===== config.mk =====
export PLATFORM = sky130hd
export DESIGN_NAME = xbus_ctrl
export DESIGN_NICKNAME = d
export VERILOG_FILES = /design/src/rtl/xbus_pkg.sv /design/src/rtl/xbus_cfg_mux.sv /design/src/rtl/xbus_seq.sv /design/src/rtl/xbus_pins.sv /design/src/rtl/xbus_ctrl.sv
export SDC_FILE = /design/constraint.sdc
export NUM_CORES = 1
export LEC_CHECK = 0
export BUFFER_PORTS_ARGS = -buffer_cell sky130_fd_sc_hd__buf_4
export CAP_MARGIN = 20
export CORE_MARGIN = 2
export CORE_UTILIZATION = 45
export CTS_CLUSTER_SIZE = 8
export DETAILED_ROUTE_END_ITERATION = 10
export MAX_ROUTING_LAYER = met4
export PLACE_DENSITY = 0.75
export SLEW_MARGIN = 20
export SYNTH_ARGS = -nofsm -noshare
export SYNTH_HDL_FRONTEND = slang
export SYNTH_HIERARCHICAL = 1
export SYNTH_SLANG_ARGS = --single-unit
export TNS_END_PERCENT = 1

===== constraint.sdc =====
create_clock -name clk -period 2.9 [get_ports clk]
set_clock_uncertainty 0.1 [all_clocks]
set_input_delay 0.58 -clock clk [delete_from_list [all_inputs] [get_ports clk]]
set_output_delay 0.58 -clock clk [all_outputs]
set_load 0.02 [all_outputs]

===== src/rtl/xbus_pkg.sv =====
package xbus_pkg;
  localparam int WAIT_W = 3;
  localparam int CFG_W  = WAIT_W + 3;

  // Packed from MSB: bit5 write hold, bit4 turnaround, bit3 address hold, bits2:0 waits
  typedef struct packed {
    logic              whold;
    logic              turn;
    logic              ahold;
    logic [WAIT_W-1:0] waits;
  } cs_cfg_t;

  typedef enum logic [2:0] {
    ST_IDLE = 3'd0,
    ST_ADDR = 3'd1,
    ST_HOLD = 3'd2,
    ST_STRB = 3'd3,
    ST_TAIL = 3'd4,
    ST_TURN = 3'd5
  } seq_st_t;
endpackage


===== src/rtl/xbus_cfg_mux.sv =====
module xbus_cfg_mux
  import xbus_pkg::*;
#(
  parameter int NUM_CS = 4,
  parameter int CS_W   = 2
) (
  input  logic [NUM_CS*CFG_W-1:0] cs_cfg,
  input  logic [CS_W-1:0]         sel,
  output cs_cfg_t                 cfg_o
);
  cs_cfg_t slot [NUM_CS];

  for (genvar g = 0; g < NUM_CS; g++) begin : g_slot
    assign slot[g] = cs_cfg[g*CFG_W +: CFG_W];
  end

  assign cfg_o = slot[sel];
endmodule


===== src/rtl/xbus_seq.sv =====
module xbus_seq
  import xbus_pkg::*;
(
  input  logic    clk,
  input  logic    rst_n,
  input  logic    bus_en,
  input  logic    req_valid,
  input  logic    req_write,
  input  cs_cfg_t sel_cfg,
  output seq_st_t st_q,
  output logic    write_q,
  output logic    load,
  output logic    capture,
  output logic    ack_q
);
  seq_st_t           st_n;
  logic [WAIT_W-1:0] wcnt_q, wcnt_n;
  logic              ahold_q, turn_q, whold_q;
  logic              done;

  always_comb begin
    st_n    = st_q;
    wcnt_n  = wcnt_q;
    done    = 1'b0;
    load    = 1'b0;
    capture = 1'b0;
    case (st_q)
      ST_IDLE: begin
        if (req_valid && bus_en && !ack_q) begin
          st_n   = ST_ADDR;
          wcnt_n = sel_cfg.waits;
          load   = 1'b1;
        end
      end
      ST_ADDR: begin
        if (wcnt_q != '0) wcnt_n = wcnt_q - 1'b1;
        else              st_n   = ahold_q ? ST_HOLD : ST_STRB;
      end
      ST_HOLD: st_n = ST_STRB;
      ST_STRB: begin
        if (write_q) begin
          if (whold_q) st_n = ST_TAIL;
          else begin
            st_n = ST_IDLE;
            done = 1'b1;
          end
        end else begin
          capture = 1'b1;
          st_n    = ST_TAIL;
        end
      end
      ST_TAIL: begin
        if (!write_q && turn_q) st_n = ST_TURN;
        else begin
          st_n = ST_IDLE;
          done = 1'b1;
        end
      end
      ST_TURN: begin
        st_n = ST_IDLE;
        done = 1'b1;
      end
      default: st_n = ST_IDLE;
    endcase
  end

  always_ff @(posedge clk or negedge rst_n) begin
    if (!rst_n) begin
      st_q    <= ST_IDLE;
      wcnt_q  <= '0;
      ack_q   <= 1'b0;
      write_q <= 1'b0;
      ahold_q <= 1'b0;
      turn_q  <= 1'b0;
      whold_q <= 1'b0;
    end else begin
      st_q   <= st_n;
      wcnt_q <= wcnt_n;
      ack_q  <= done;
      if (load) begin
        write_q <= req_write;
        ahold_q <= sel_cfg.ahold;
        turn_q  <= sel_cfg.turn;
        whold_q <= sel_cfg.whold;
      end
    end
  end

  AST_OFF_STAYS_IDLE: assert property (@(posedge clk) disable iff (!rst_n)
    (st_q == ST_IDLE && !bus_en) |=> (st_q == ST_IDLE));
  AST_ACK_ONE_CYCLE: assert property (@(posedge clk) disable iff (!rst_n)
    ack_q |=> !ack_q);
  AST_ACK_IN_IDLE: assert property (@(posedge clk) disable iff (!rst_n)
    ack_q |-> (st_q == ST_IDLE));
  AST_WAIT_ENDS: assert property (@(posedge clk) disable iff (!rst_n)
    (st_q == ST_ADDR && wcnt_q == '0) |=> (st_q != ST_ADDR));
endmodule


===== src/rtl/xbus_pins.sv =====
module xbus_pins
  import xbus_pkg::*;
#(
  parameter int NUM_CS = 4,
  parameter int CS_W   = 2,
  parameter int DATA_W = 16,
  parameter int ADDR_W = 17
) (
  input  logic                     clk,
  input  logic                     rst_n,
  input  seq_st_t                  st,
  input  logic                     write_q,
  input  logic                     load,
  input  logic                     capture,
  input  logic [CS_W-1:0]          req_cs,
  input  logic [ADDR_W-1:0]        req_addr,
  input  logic [1:0]               req_be,
  input  logic [DATA_W-1:0]        req_wdata,
  input  logic [DATA_W-1:0]        bus_ad_i,
  output logic [DATA_W-1:0]        rsp_rdata,
  output logic [DATA_W-1:0]        bus_ad_o,
  output logic                     bus_ad_oe,
  output logic [ADDR_W-DATA_W-1:0] bus_a_hi,
  output logic [NUM_CS-1:0]        bus_cs_n,
  output logic                     bus_ale,
  output logic                     bus_rd_n,
  output logic                     bus_wr_n,
  output logic                     bus_bhe_n,
  output logic                     bus_ble_n
);
  logic [CS_W-1:0]   sel_q;
  logic [ADDR_W-1:0] addr_q;
  logic [1:0]        be_q;
  logic [DATA_W-1:0] wdata_q;
  logic [DATA_W-1:0] rdata_q;
  logic              active, addr_phase, strobe;

  always_ff @(posedge clk or negedge rst_n) begin
    if (!rst_n) begin
      sel_q   <= '0;
      addr_q  <= '0;
      be_q    <= '0;
      wdata_q <= '0;
      rdata_q <= '0;
    end else begin
      if (load) begin
        sel_q   <= req_cs;
        addr_q  <= req_addr;
        be_q    <= req_be;
        wdata_q <= req_wdata;
      end
      if (capture) rdata_q <= bus_ad_i;
    end
  end

  always_comb begin
    active     = (st == ST_ADDR) || (st == ST_HOLD) || (st == ST_STRB) || (st == ST_TAIL);
    addr_phase = (st == ST_ADDR) || (st == ST_HOLD);
    strobe     = (st == ST_STRB);
    bus_ale    = (st == ST_ADDR);
    bus_rd_n   = !(strobe && !write_q);
    bus_wr_n   = !(strobe && write_q);
    bus_ad_oe  = addr_phase || (write_q && (strobe || (st == ST_TAIL)));
    bus_ad_o   = addr_phase ? addr_q[DATA_W-1:0] : wdata_q;
    bus_a_hi   = active ? addr_q[ADDR_W-1:DATA_W] : '0;
    bus_ble_n  = !(active && be_q[0]);
    bus_bhe_n  = !(active && be_q[1]);
  end

  for (genvar g = 0; g < NUM_CS; g++) begin : g_cs
    assign bus_cs_n[g] = !(active && (sel_q == CS_W'(g)));
  end

  assign rsp_rdata = rdata_q;

  AST_CS_ONEHOT: assert property (@(posedge clk) disable iff (!rst_n)
    $onehot0(~bus_cs_n));
  AST_READ_UNDRIVEN: assert property (@(posedge clk) disable iff (!rst_n)
    !bus_rd_n |-> !bus_ad_oe);
  AST_STROBE_EXCL: assert property (@(posedge clk) disable iff (!rst_n)
    !bus_wr_n |-> bus_rd_n);
  AST_ALE_NO_STROBE: assert property (@(posedge clk) disable iff (!rst_n)
    bus_ale |-> (bus_rd_n && bus_wr_n && bus_ad_oe));
  AST_CS_AFTER_RD: assert property (@(posedge clk) disable iff (!rst_n)
    $rose(bus_rd_n) |-> !(&bus_cs_n));
  AST_LANES_IDLE: assert property (@(posedge clk) disable iff (!rst_n)
    (&bus_cs_n) |-> (bus_bhe_n && bus_ble_n));
endmodule


===== src/rtl/xbus_ctrl.sv =====
module xbus_ctrl
  import xbus_pkg::*;
#(
  parameter int NUM_CS = 4,
  parameter int DATA_W = 16,
  parameter int ADDR_W = 17,
  localparam int CS_W  = (NUM_CS > 1) ? $clog2(NUM_CS) : 1,
  localparam int HI_W  = ADDR_W - DATA_W
) (
  input  logic                     clk,
  input  logic                     rst_n,
  input  logic                     bus_en,
  input  logic [NUM_CS*CFG_W-1:0]  cs_cfg,
  input  logic                     req_valid,
  input  logic                     req_write,
  input  logic [CS_W-1:0]          req_cs,
  input  logic [ADDR_W-1:0]        req_addr,
  input  logic [1:0]               req_be,
  input  logic [DATA_W-1:0]        req_wdata,
  output logic                     req_ack,
  output logic [DATA_W-1:0]        rsp_rdata,
  output logic [DATA_W-1:0]        bus_ad_o,
  input  logic [DATA_W-1:0]        bus_ad_i,
  output logic                     bus_ad_oe,
  output logic [HI_W-1:0]          bus_a_hi,
  output logic [NUM_CS-1:0]        bus_cs_n,
  output logic                     bus_ale,
  output logic                     bus_rd_n,
  output logic                     bus_wr_n,
  output logic                     bus_bhe_n,
  output logic                     bus_ble_n
);
  logic [1:0] rst_pipe_q;
  logic       rst_sync_n;
  cs_cfg_t    sel_cfg;
  seq_st_t    st;
  logic       write_q, load, capture;

  // asynchronous assertion, synchronous release
  always_ff @(posedge clk or negedge rst_n) begin
    if (!rst_n) rst_pipe_q <= 2'b00;
    else        rst_pipe_q <= {rst_pipe_q[0], 1'b1};
  end
  assign rst_sync_n = rst_pipe_q[1];

  xbus_cfg_mux #(.NUM_CS(NUM_CS), .CS_W(CS_W)) cfg_mux_i (
    .cs_cfg (cs_cfg),
    .sel    (req_cs),
    .cfg_o  (sel_cfg)
  );

  xbus_seq seq_i (
    .clk       (clk),
    .rst_n     (rst_sync_n),
    .bus_en    (bus_en),
    .req_valid (req_valid),
    .req_write (req_write),
    .sel_cfg   (sel_cfg),
    .st_q      (st),
    .write_q   (write_q),
    .load      (load),
    .capture   (capture),
    .ack_q     (req_ack)
  );

  xbus_pins #(.NUM_CS(NUM_CS), .CS_W(CS_W), .DATA_W(DATA_W), .ADDR_W(ADDR_W)) pins_i (
    .clk       (clk),
    .rst_n     (rst_sync_n),
    .st        (st),
    .write_q   (write_q),
    .load      (load),
    .capture   (capture),
    .req_cs    (req_cs),
    .req_addr  (req_addr),
    .req_be    (req_be),
    .req_wdata (req_wdata),
    .bus_ad_i  (bus_ad_i),
    .rsp_rdata (rsp_rdata),
    .bus_ad_o  (bus_ad_o),
    .bus_ad_oe (bus_ad_oe),
    .bus_a_hi  (bus_a_hi),
    .bus_cs_n  (bus_cs_n),
    .bus_ale   (bus_ale),
    .bus_rd_n  (bus_rd_n),
    .bus_wr_n  (bus_wr_n),
    .bus_bhe_n (bus_bhe_n),
    .bus_ble_n (bus_ble_n)
  );
endmodule


==> flow_summary.json, run 1 <==
{
  "path_cells": "xnor2_1 -> nor2_4 -> buf_4 -> mux2_2 -> buf_4",
  "drt_iter0_drc": 82,
  "vias_per_cell": 5.06,
  "synth-seq-cells": 66,
  "synthToLayoutAreaGrowth_pct": 39.0,
  "rsz0062_at_grt": "false",
  "syn_nets": 297,
  "status": "completed",
  "wl_met3_um": 332,
  "multi_input_area_um2": 1390,
  "vdd_drop_max_mv": 0.568,
  "num_rows": 30,
  "worstPathMaxFanout": 16,
  "portBuffers": 125,
  "n_antenna_cell": 0,
  "antenna_found_initial": 0,
  "hold_viol_final": 0,
  "slowest_delay_ns": 0.59,
  "place_area_um2": 4160,
  "fin_tns_setup_ns": 0,
  "highest_layer": "met4",
  "async_reset_ff_share_pct": 100,
  "max-slew-margin-rel_pct": 48.3,
  "min_period_over_period_pct": 93.0,
  "critPathKind": "flop to output pin",
  "hold_class": "flop to flop",
  "ys.flop_type": "dfrtp_1",
  "die-area_um2": 7630,
  "die_y_um": 87.3,
  "grt_max_degree": 35,
  "fin_cells": 429,
  "synthCells": 213,
  "synth_top_area_share_pct": 52.8,
  "clkTransAtPathRegs_ns": 0.07,
  "routed_wl_um": 6650,
  "gp_congestion": 0.806,
  "powerDensity_nw_per_um2": 1210,
  "cts_inserted_buffers": 9,
  "avgRoutedWirePerCell_um": 15.5,
  "synthTopCellsByArea": "dfrtp_1, mux2_2, mux2_4",
  "worst_pin_slew_ns": 0.775,
  "yosys.area.top_type": "dfrtp_1",
  "grt_usage_pct": 18.9,
  "clk_latency_ns": 0.33,
  "max_freq_mhz": 371,
  "hpwl_um": 5100,
  "final_area_um2": 4350,
  "fillers": 552,
  "htreeDepth": 3,
  "num_io_pins": 126,
  "die_x_um": 87.3,
  "yosysWarningCount": 6,
  "first_pass_iters": 5,
  "seq_area_um2": 1650,
  "cp_slowest_cell": "dfrtp_1",
  "core_area_um2": 6760,
  "min_period_ns": 2.70,
  "drc_errors": 0,
  "grt_overflow": 0,
  "arrival_ns": 2.02,
  "start_kind": "flop",
  "nets": 429,
  "cts_root_buf": "clkbuf_8",
  "wl_met1_um": 2860,
  "post-route-util_pct": 64.3,
  "postCtsSetupBuffers": 0,
  "cts_sinks": 66,
  "cap_viol_max_count": 0,
  "required_ns": 2.22,
  "synth_seq_area_share_pct": 52.8,
  "wl_met2_um": 3350,
  "syn-cell-area_um2": 3130,
  "cp-end-kind": "output pin",
  "synth.distinct_cells": 37,
  "cpMostUsedCell": "buf_4",
  "rrSetupSlack_ns": 0.63,
  "synth_edf_count": 0,
  "initial_core_util_pct": 46.3,
  "placedCellCount": 413,
  "vias": 2169,
  "cts_tree": "yes",
  "grt_pass1_vias": 2238,
  "cts_max_path_buffers": 2,
  "setup_violations": 0,
  "antenna_left": 0,
  "synth_area_per_cell_um2": 14.7,
  "drive_gt1_share_pct": 64.5,
  "p_leak_nw": 2.06,
  "grt_pass1_wl_um": 10800,
  "slew_violations": 0
}
synthesized netlist by cell type (2+ instances only):
cell type and n:
mux4_2 6, nor2_4 2, inv_1 5, nand2b_1 2
nand2_1 2, nand3_1 3, mux2_2 59, mux2_1 4
o21ai_0 5, buf_2 7, mux2_4 10, dfrtp_1 66
ha_1 2, and2_1 2, nor2_1 4, buf_6 3
nand3b_1 6, a21oi_1 2, nor3b_1 3, nor2b_1 3
layout make-up:
type | count | area share (%)
Inverter | 5 | 0.432
Clock buffer | 11 | 3.02
Clock inverter | 4 | 1.04
Timing Repair Buffer | 131 | 23.3
Sequential cell | 66 | 38.0
Multi-Input combinational cell | 132 | 31.9
Tap cell | 80 | 2.30
metal layers:
metal / global-route usage, % / vias up
met5: - / -
li1: - / 1037
met4: 7.41 / 0
met1: 23.3 / 1055
met3: 3.98 / 13
met2: 30.4 / 64
sequential cells by signal, indices dropped and copies added (netlist names):
register / count
pins_i/be_q: 2
rst_pipe_q: 2
pins_i/rsp_rdata: 16
seq_i/write_q: 1
pins_i/wdata_q: 16
pins_i/addr_q: 17
seq_i/wcnt_q: 3
seq_i/turn_q: 1
seq_i/whold_q: 1
seq_i/ack_q: 1
seq_i/ahold_q: 1
seq_i/st_q: 3
pins_i/sel_q: 2
placed cells by master, fill, tap and decap left out, types with 2 or more instances in the layout:
cell type	count
buf_4	128
dfrtp_1	65
mux2_2	59
mux2_4	10
clkbuf_8	9
mux4_2	6
nand3b_1	6
inv_1	5
o21ai_0	5
nor2_1	4
mux2_1	4
clkinv_2	3
nor2b_1	3
nand3_1	3
nor3b_1	3
clkbuf_1	2
and2_1	2
nor2_4	2
nand2_1	2
buf_12	2
nand2b_1	2
a21oi_1	2
ha_1	2
per-stage QoR:
stage,worst slack (ns),hold WS (ns),total power (W)
after CTS,0.190,0.254,0.00533
after global routing,0.0928,0.262,0.00561
after detailed placement,0.559,0.236,0.00460
after global placement,0.610,0.236,0.00452
final,0.202,0.252,0.00526
after floorplan,0.763,0.184,0.00358
report_power, final:
part           leakage (nW)  switching (W)  internal [W]
sequential            0.802       0.000288       0.00136
combinational          1.16        0.00133       0.00157
clock                0.0929       0.000322      0.000389
total                  2.06        0.00194       0.00332
path summary, 6_finish.rpt:
kind                               startpoint                end  depth (start not counted)
worst max-delay path            seq_i/st_q[0]        bus_ad_o[1]                          5
worst min-delay path            rst_pipe_q[0]      rst_pipe_q[1]                          0
worst max register to register  seq_i/st_q[2]   pins_i/addr_q[4]                          4
worst min register to register  rst_pipe_q[0]      rst_pipe_q[1]                          0
max in group asynchronous       rst_pipe_q[1]  pins_i/wdata_q[1]                          1
min in group asynchronous       rst_pipe_q[1]       seq_i/turn_q                          0
worst max-delay path: cells and delay by family, from the launching register on:
family,cells,cell delay [ns]
DFF,1,0.59
muxes,1,0.38
buffers and inverters,2,0.44
and+or+nand+nor,1,0.09
xor gates and xnor gates,1,0.18
cells by family (layout without fill, tap and decap cells):
logic type | after synthesis | after routing | synth area share [%]
AO/OA/AOI/OAI | 17 | 17 | 4.00
XOR/XNOR | 2 | 2 | 0.801
adder cells (fa/ha/maj) | 2 | 2 | 0.801
buffers and inverters | 15 | 151 | 2.80
flip-flops | 66 | 66 | 52.8
multiplexers | 79 | 79 | 31.8
other | 1 | 1 | 0.120
AND/OR/NAND/NOR | 31 | 31 | 6.80
repair_timing:
action | in CTS | in global routing
hold buffers | 1 | 0
gates resized for setup | 0 | 0
hold endpoints to repair | 2 | 0
(Power assumes the default switching activity.)
==> inputs of run 2 (changes only) <==
--- a/config.mk
+++ b/config.mk
@@ -5,6 +5,7 @@
 export SDC_FILE = /design/constraint.sdc
 export NUM_CORES = 1
 export LEC_CHECK = 0
+export ABC_AREA = 1
 export BUFFER_PORTS_ARGS = -buffer_cell sky130_fd_sc_hd__buf_4
 export CAP_MARGIN = 20
 export CORE_MARGIN = 2
@@ -12,7 +13,7 @@
 export CTS_CLUSTER_SIZE = 8
 export DETAILED_ROUTE_END_ITERATION = 10
 export MAX_ROUTING_LAYER = met4
-export PLACE_DENSITY = 0.75
+export PLACE_DENSITY = 0.74
 export SLEW_MARGIN = 20
 export SYNTH_ARGS = -nofsm -noshare
 export SYNTH_HDL_FRONTEND = slang
==> constraint.sdc (replaced) <==
create_clock -name clk -period 2.7 [get_ports clk]
set_clock_uncertainty 0.1 [all_clocks]
set_input_delay 0.54 -clock clk [delete_from_list [all_inputs] [get_ports clk]]
set_output_delay 0.54 -clock clk [all_outputs]
set_load 0.02 [all_outputs]
==> run 2 against run 1 <==
  * Combinational power decreased by 4%
  * Clock power increased by 30%
  * Critical path depth increased by 1
  * Hold slack got worse by 0.0073 ns
  * Cell area increased by 7.0%
  * Worst setup slack improved by 0.037 ns
  * Routed wire length increased by 21%
  * Final cell count increased by 59%
==> flow_summary.json, run 2 <==
{
  "internal_power_w": 0.00310,
  "yosysMostFrequentCell": "nand2_1",
  "clkTransAtPathRegs_ns": 0.07,
  "initial_core_util_pct": 46.7,
  "synth.distinct_cells": 26,
  "nets": 660,
  "synth_seq_area_share_pct": 48.5,
  "drt_iter0_drc": 190,
  "crit_path_end": "bus_cs_n[1]",
  "grt_max_degree": 54,
  "yosys.area.top_type": "dfrtp_1",
  "cp_num_cells": 6,
  "fillers": 695,
  "max-slew-margin-rel_pct": 50.1,
  "critPathKind": "flop to output pin",
  "wl_met3_um": 396,
  "die_y_um": 91.0,
  "arrival_ns": 1.82,
  "slowest_delay_ns": 0.55,
  "pre_cts_ws_ns": 0.589,
  "routed_wl_um": 8050,
  "synth_edf_count": 0,
  "wl_met1_um": 3460,
  "vias": 3193,
  "synth-seq-cells": 66,
  "synthToLayoutAreaGrowth_pct": 36.5,
  "status": "completed",
  "multi_input_area_um2": 1310,
  "hold_viol_final": 0,
  "cp-end-kind": "output pin",
  "cts_sinks": 66,
  "clk_latency_ns": 0.33,
  "cap_viol_max_count": 0,
  "netSwitchingFraction_pct": 43.3,
  "grt_pass1_wl_um": 13600,
  "wl_met2_um": 4110,
  "core_area_um2": 7290,
  "seq_area_um2": 1650,
  "async_reset_ff_share_pct": 100,
  "first_pass_iters": 4,
  "antenna_left": 0,
  "fin_tns_setup_ns": 0,
  "ys.flop_type": "dfrtp_1",
  "min_period_over_period_pct": 91.2,
  "start_kind": "flop",
  "top_register": "pins_i/addr_q",
  "cts_max_path_buffers": 2,
  "grt_usage_pct": 20.4,
  "timing.final.ws_setup_ns": 0.238,
  "share_comb_of_total_power_pct": 50.7,
  "p_leak_nw": 2.52,
  "synthCells": 452,
  "rr_worst_depth": 5,
  "syn_nets": 536,
  "cp_top_family": "simple AND/OR/NAND/NOR gates",
  "final_cell_mix": "nand2_1, buf_4, inv_1",
  "htreeDepth": 3,
  "largest_reg_flops": 17,
  "slew_violations": 0,
  "required_ns": 2.06,
  "finalPower_w": 0.00548,
  "avgRoutedWirePerCell_um": 11.8,
  "synth_top_area_share_pct": 48.5,
  "setup_violations": 0,
  "worst_pin_slew_ns": 0.749,
  "worstPathMaxFanout": 19,
  "vdd_drop_max_mv": 0.564,
  "max_freq_mhz": 406,
  "drive_gt1_share_pct": 28.1,
  "r2r-end": "pins_i/wdata_q[6]",
  "cpMostUsedCell": "nand2_1",
  "cts_tree": "yes",
  "cts_resized": 0,
  "powerDensity_nw_per_um2": 1180,
  "cts_root_buf": "clkbuf_8",
  "n_antenna_cell": 0,
  "min_period_ns": 2.46,
  "final_area_um2": 4650,
  "grt_overflow": 0,
  "num_rows": 31,
  "final_common_cell": "nand2_1",
  "num_io_pins": 126,
  "hpwl_um": 5970,
  "place_area_um2": 4410,
  "synthTopCellsByArea": "dfrtp_1, nand2_1, inv_1",
  "hold_class": "flop to async pin",
  "portBuffers": 125,
  "rsz0062_at_grt": "false",
  "highest_layer": "met4",
  "drc_errors": 0,
  "grt_pass1_vias": 3081,
  "cts_inserted_buffers": 9,
  "gp_congestion": 0.839,
  "timing.rr.start": "seq_i/st_q[0]",
  "path_cells": "inv_1 -> nand2_8 -> nand2_1 -> nand2_1 -> nand3_1 -> buf_4",
  "vias_per_cell": 4.70,
  "p_seq_share_pct": 32.4,
  "synth_area_per_cell_um2": 7.53,
  "syn-cell-area_um2": 3410,
  "rrSetupSlack_ns": 0.88,
  "yosys-top-cells-count": "nand2_1, inv_1, dfrtp_1",
  "cp_slowest_cell": "dfrtp_1",
  "critical_path_buf_inv_count": 2,
  "clkPwrFrac_pct": 16.9,
  "yosysWarningCount": 6,
  "cp-startpoint": "seq_i/st_q[0]",
  "die_x_um": 91.0,
  "antenna_found_initial": 0,
  "die-area_um2": 8280,
  "p_switching_w": 0.00238
}
[run 2: timing repair]
action                                 in CTS  in global routing
endpoints found under the hold margin       2                  0
buffers inserted                            0                  0
hold buffers                                1                  0
setup endpoints to repair                   0                  0
[run 2: worst min-delay path by stage]
stage                             start              end  slack (ns)  cells after the start
final                     rst_pipe_q[1]  seq_i/wcnt_q[0]        0.24                      0
after global routing      rst_pipe_q[0]    rst_pipe_q[1]        0.27                      0
after CTS                 rst_pipe_q[0]    rst_pipe_q[1]        0.26                      0
after detailed placement          rst_n    rst_pipe_q[0]        0.23                      1
after global placement            rst_n    rst_pipe_q[0]        0.22                      1
after floorplan                   rst_n    rst_pipe_q[0]        0.14                      0
[run 2: final cells by class]
| class | instances | share of cell area [%] |
|---|---|---|
| tap | 99 | 2.66 |
| multi-input combinational | 276 | 28.1 |
| clock buffer | 10 | 2.96 |
| clock inverter | 6 | 1.91 |
| inverter | 93 | 7.51 |
| timing repair buffer | 130 | 21.3 |
| sequential | 66 | 35.5 |
[run 2: routing by layer]
| layer | GRT usage [%] | vias to the layer above |
|---|---|---|
| li1 | - | 1633 |
| met3 | 5.15 | 10 |
| met2 | 35.0 | 83 |
| met1 | 24.3 | 1467 |
| met5 | - | - |
| met4 | 4.80 | 0 |
[run 2: power groups by stage]
stage | sequential (W) | combinational (W) | clock [W]
finish | 0.00177 | 0.00278 | 0.000925
global route | 0.00184 | 0.00307 | 0.000991
CTS | 0.00177 | 0.00282 | 0.000949
detailed placement | 0.00178 | 0.00282 | 0
global placement | 0.00177 | 0.00274 | 0
floorplan | 0.00188 | 0.00165 | 0
[run 2: cell families (layout without fill, tap and decap cells)]
logic type	after synthesis	count (layout)	synth area share [%]
and+or+nand+nor	210	210	28.2
DFF	66	66	48.5
adders and majority gates	2	2	0.735
other	1	1	0.110
AOI/OAI and AO/OA	63	63	9.26
buffers and inverters	110	239	13.2
[run 2: per-stage QoR]
step	util (%)	hold slack, ns	std cells
2_1_floorplan	-	0.144	452
3_3_place_gp	60.5	0.224	663
3_5_place_dp	60.5	0.226	663
4_1_cts	63.8	0.263	680
5_1_grt	63.8	0.267	680
6_report	63.8	0.244	680
==> inputs of run 3 (changes only) <==
--- a/config.mk
+++ b/config.mk
@@ -10,11 +10,12 @@
 export CAP_MARGIN = 20
 export CORE_MARGIN = 2
 export CORE_UTILIZATION = 45
+export CTS_BUF_LIST = sky130_fd_sc_hd__clkbuf_4
 export CTS_CLUSTER_SIZE = 8
 export DETAILED_ROUTE_END_ITERATION = 10
 export MAX_ROUTING_LAYER = met4
 export PLACE_DENSITY = 0.74
-export SLEW_MARGIN = 20
+export SLEW_MARGIN = 0
 export SYNTH_ARGS = -nofsm -noshare
 export SYNTH_HDL_FRONTEND = slang
 export SYNTH_HIERARCHICAL = 1
==> run 3 against run 2 <==
  * Non-clock buffer count unchanged
  * Hold slack lost 0.0029 ns
  * Register-to-register slack hardly changed
  * Final cell count unchanged
  * Clock power decreased by 21%
  * Sequential share of layout area grew 0.49 points
  * Highest routed layer unchanged
  * Fmax shrank 0.16%
  * Critical path type unchanged
==> flow_summary.json, run 3 (synthesis results as in run 2) <==
{
  "status": "completed",
  "grt_overflow": 0,
  "start_kind": "flop",
  "setup_violations": 0,
  "die_x_um": 91.0,
  "post-route-util_pct": 62.9,
  "met3_usage_pct": 4.90,
  "worstPathMaxFanout": 19,
  "cts_inserted_buffers": 9,
  "hold_viol_final": 0,
  "grtUsageMet1_pct": 24.6,
  "top_usage_layer": "met2",
  "vias_per_cell": 4.69,
  "final_common_cell": "nand2_1",
  "max-slew-margin-rel_pct": 50.4,
  "p_leak_nw": 2.49,
  "avgRoutedWirePerCell_um": 11.8,
  "cts_root_buf": "clkbuf_4",
  "max_freq_mhz": 406,
  "powerDensity_nw_per_um2": 1150,
  "vias": 3187,
  "die_y_um": 91.0,
  "num_rows": 31,
  "die-area_um2": 8280,
  "drc_errors": 0,
  "r2r-end": "pins_i/addr_q[5]",
  "synthToLayoutAreaGrowth_pct": 34.8,
  "hpwl_um": 5970,
  "top_register": "pins_i/addr_q",
  "cts_sinks": 66,
  "critPathKind": "flop to output pin",
  "nets": 660,
  "cp-startpoint": "seq_i/st_q[1]",
  "first_pass_iters": 4,
  "grt_max_degree": 54,
  "use_met2_pct": 34.8,
  "largest_reg_flops": 17,
  "seq_area_um2": 1650,
  "hold_class": "input pin to flop",
  "cts_tree": "yes",
  "cts_max_path_buffers": 2,
  "rrSetupSlack_ns": 0.89,
  "drt_iter0_drc": 166,
  "rr_worst_depth": 5,
  "fillers": 704,
  "arrival_ns": 1.83,
  "worstHoldStart": "bus_ad_i[2]",
  "min_period_over_period_pct": 91.3,
  "required_ns": 2.06,
  "whs_endpoint": "pins_i/rsp_rdata[2]",
  "rsz0062_at_grt": "false",
  "portBuffers": 125,
  "finalPower_w": 0.00529,
  "min_period_ns": 2.47,
  "core_area_um2": 7290,
  "num_io_pins": 126,
  "worst_pin_slew_ns": 0.743,
  "postCtsSetupBuffers": 0,
  "timing.rr.start": "seq_i/st_q[1]",
  "routed_wl_um": 8040,
  "multi_input_area_um2": 1310,
  "grt_pass1_vias": 3078,
  "clkTransAtPathRegs_ns": 0.11,
  "antenna_left": 0,
  "n_antenna_cell": 0,
  "slew_violations": 0,
  "htreeDepth": 3,
  "antenna_found_initial": 0,
  "grt_usage_pct": 20.6,
  "final_cell_mix": "nand2_1, buf_4, inv_1",
  "clk_latency_ns": 0.39,
  "drive_gt1_share_pct": 28.1,
  "cp-end-kind": "output pin",
  "vdd_drop_max_mv": 0.511,
  "grt_pass1_wl_um": 13600,
  "fin_tns_setup_ns": 0,
  "gp_congestion": 0.839,
  "whs_path_depth": 3,
  "cap_viol_max_count": 0,
  "initial_core_util_pct": 46.7
}
run 3: cell type report:
cell class                      instances  share of cell area (%)
Clock buffer                            9                    1.47
Timing Repair Buffer                  130                    21.6
Inverter                               93                    7.61
Sequential cell                        66                    36.0
Clock inverter                          7                    2.02
Multi-Input combinational cell        276                    28.6
Tap cell                               99                    2.70
run 3: per-stage QoR:
step | instances | hold WS (ns) | cell area (um2) | setup WS, ns
detailed placement | 663 | 0.226 | 4410 | 0.589
finish | 680 | 0.241 | 4590 | 0.235
CTS | 680 | 0.205 | 4580 | 0.125
global placement | 663 | 0.224 | 4410 | 0.658
global route | 680 | 0.206 | 4590 | 0.0977
floorplan | 452 | 0.144 | 3410 | 0.626
run 3: timing repair:
action	4_1_cts	5_1_grt
hold buffers	1	0
resized for setup	0	2
endpoints found under the setup margin	0	3
endpoints found under the hold margin	2	0
run 3: critical path, stage by stage, from the launching register on:
cell	delay [ns]
dfrtp_1	0.58
inv_2	0.12
nand2_8	0.16
nand2_1	0.09
nand2_1	0.20
nand3_1	0.12
buf_4	0.18
run 3: routing by layer:
| metal | share of wire [%] | vias up |
|---|---|---|
| met5 | 0 | - |
| met4 | 0.58 | 0 |
| met3 | 4.9 | 8 |
| met2 | 51 | 83 |
| met1 | 43 | 1459 |
| li1 | - | 1637 |
run 3: worst max-delay path by stage:
stage | to | slack [ns] | depth (start not counted)
2_1_floorplan | pins_i/addr_q[0] | 0.63 | 0
3_3_place_gp | bus_ad_o[6] | 0.66 | 5
3_5_place_dp | bus_cs_n[1] | 0.59 | 6
4_1_cts | bus_cs_n[1] | 0.13 | 6
5_1_grt | bus_ad_o[1] | 0.1 | 5
6_report | bus_cs_n[1] | 0.23 | 6
run 3: power by group:
| group | switching, W | internal, W |
|---|---|---|
| Sequential | 0.000318 | 0.00146 |
| Clock | 0.000355 | 0.000374 |
| Combinational | 0.00168 | 0.00110 |
| Total | 0.00236 | 0.00293 |
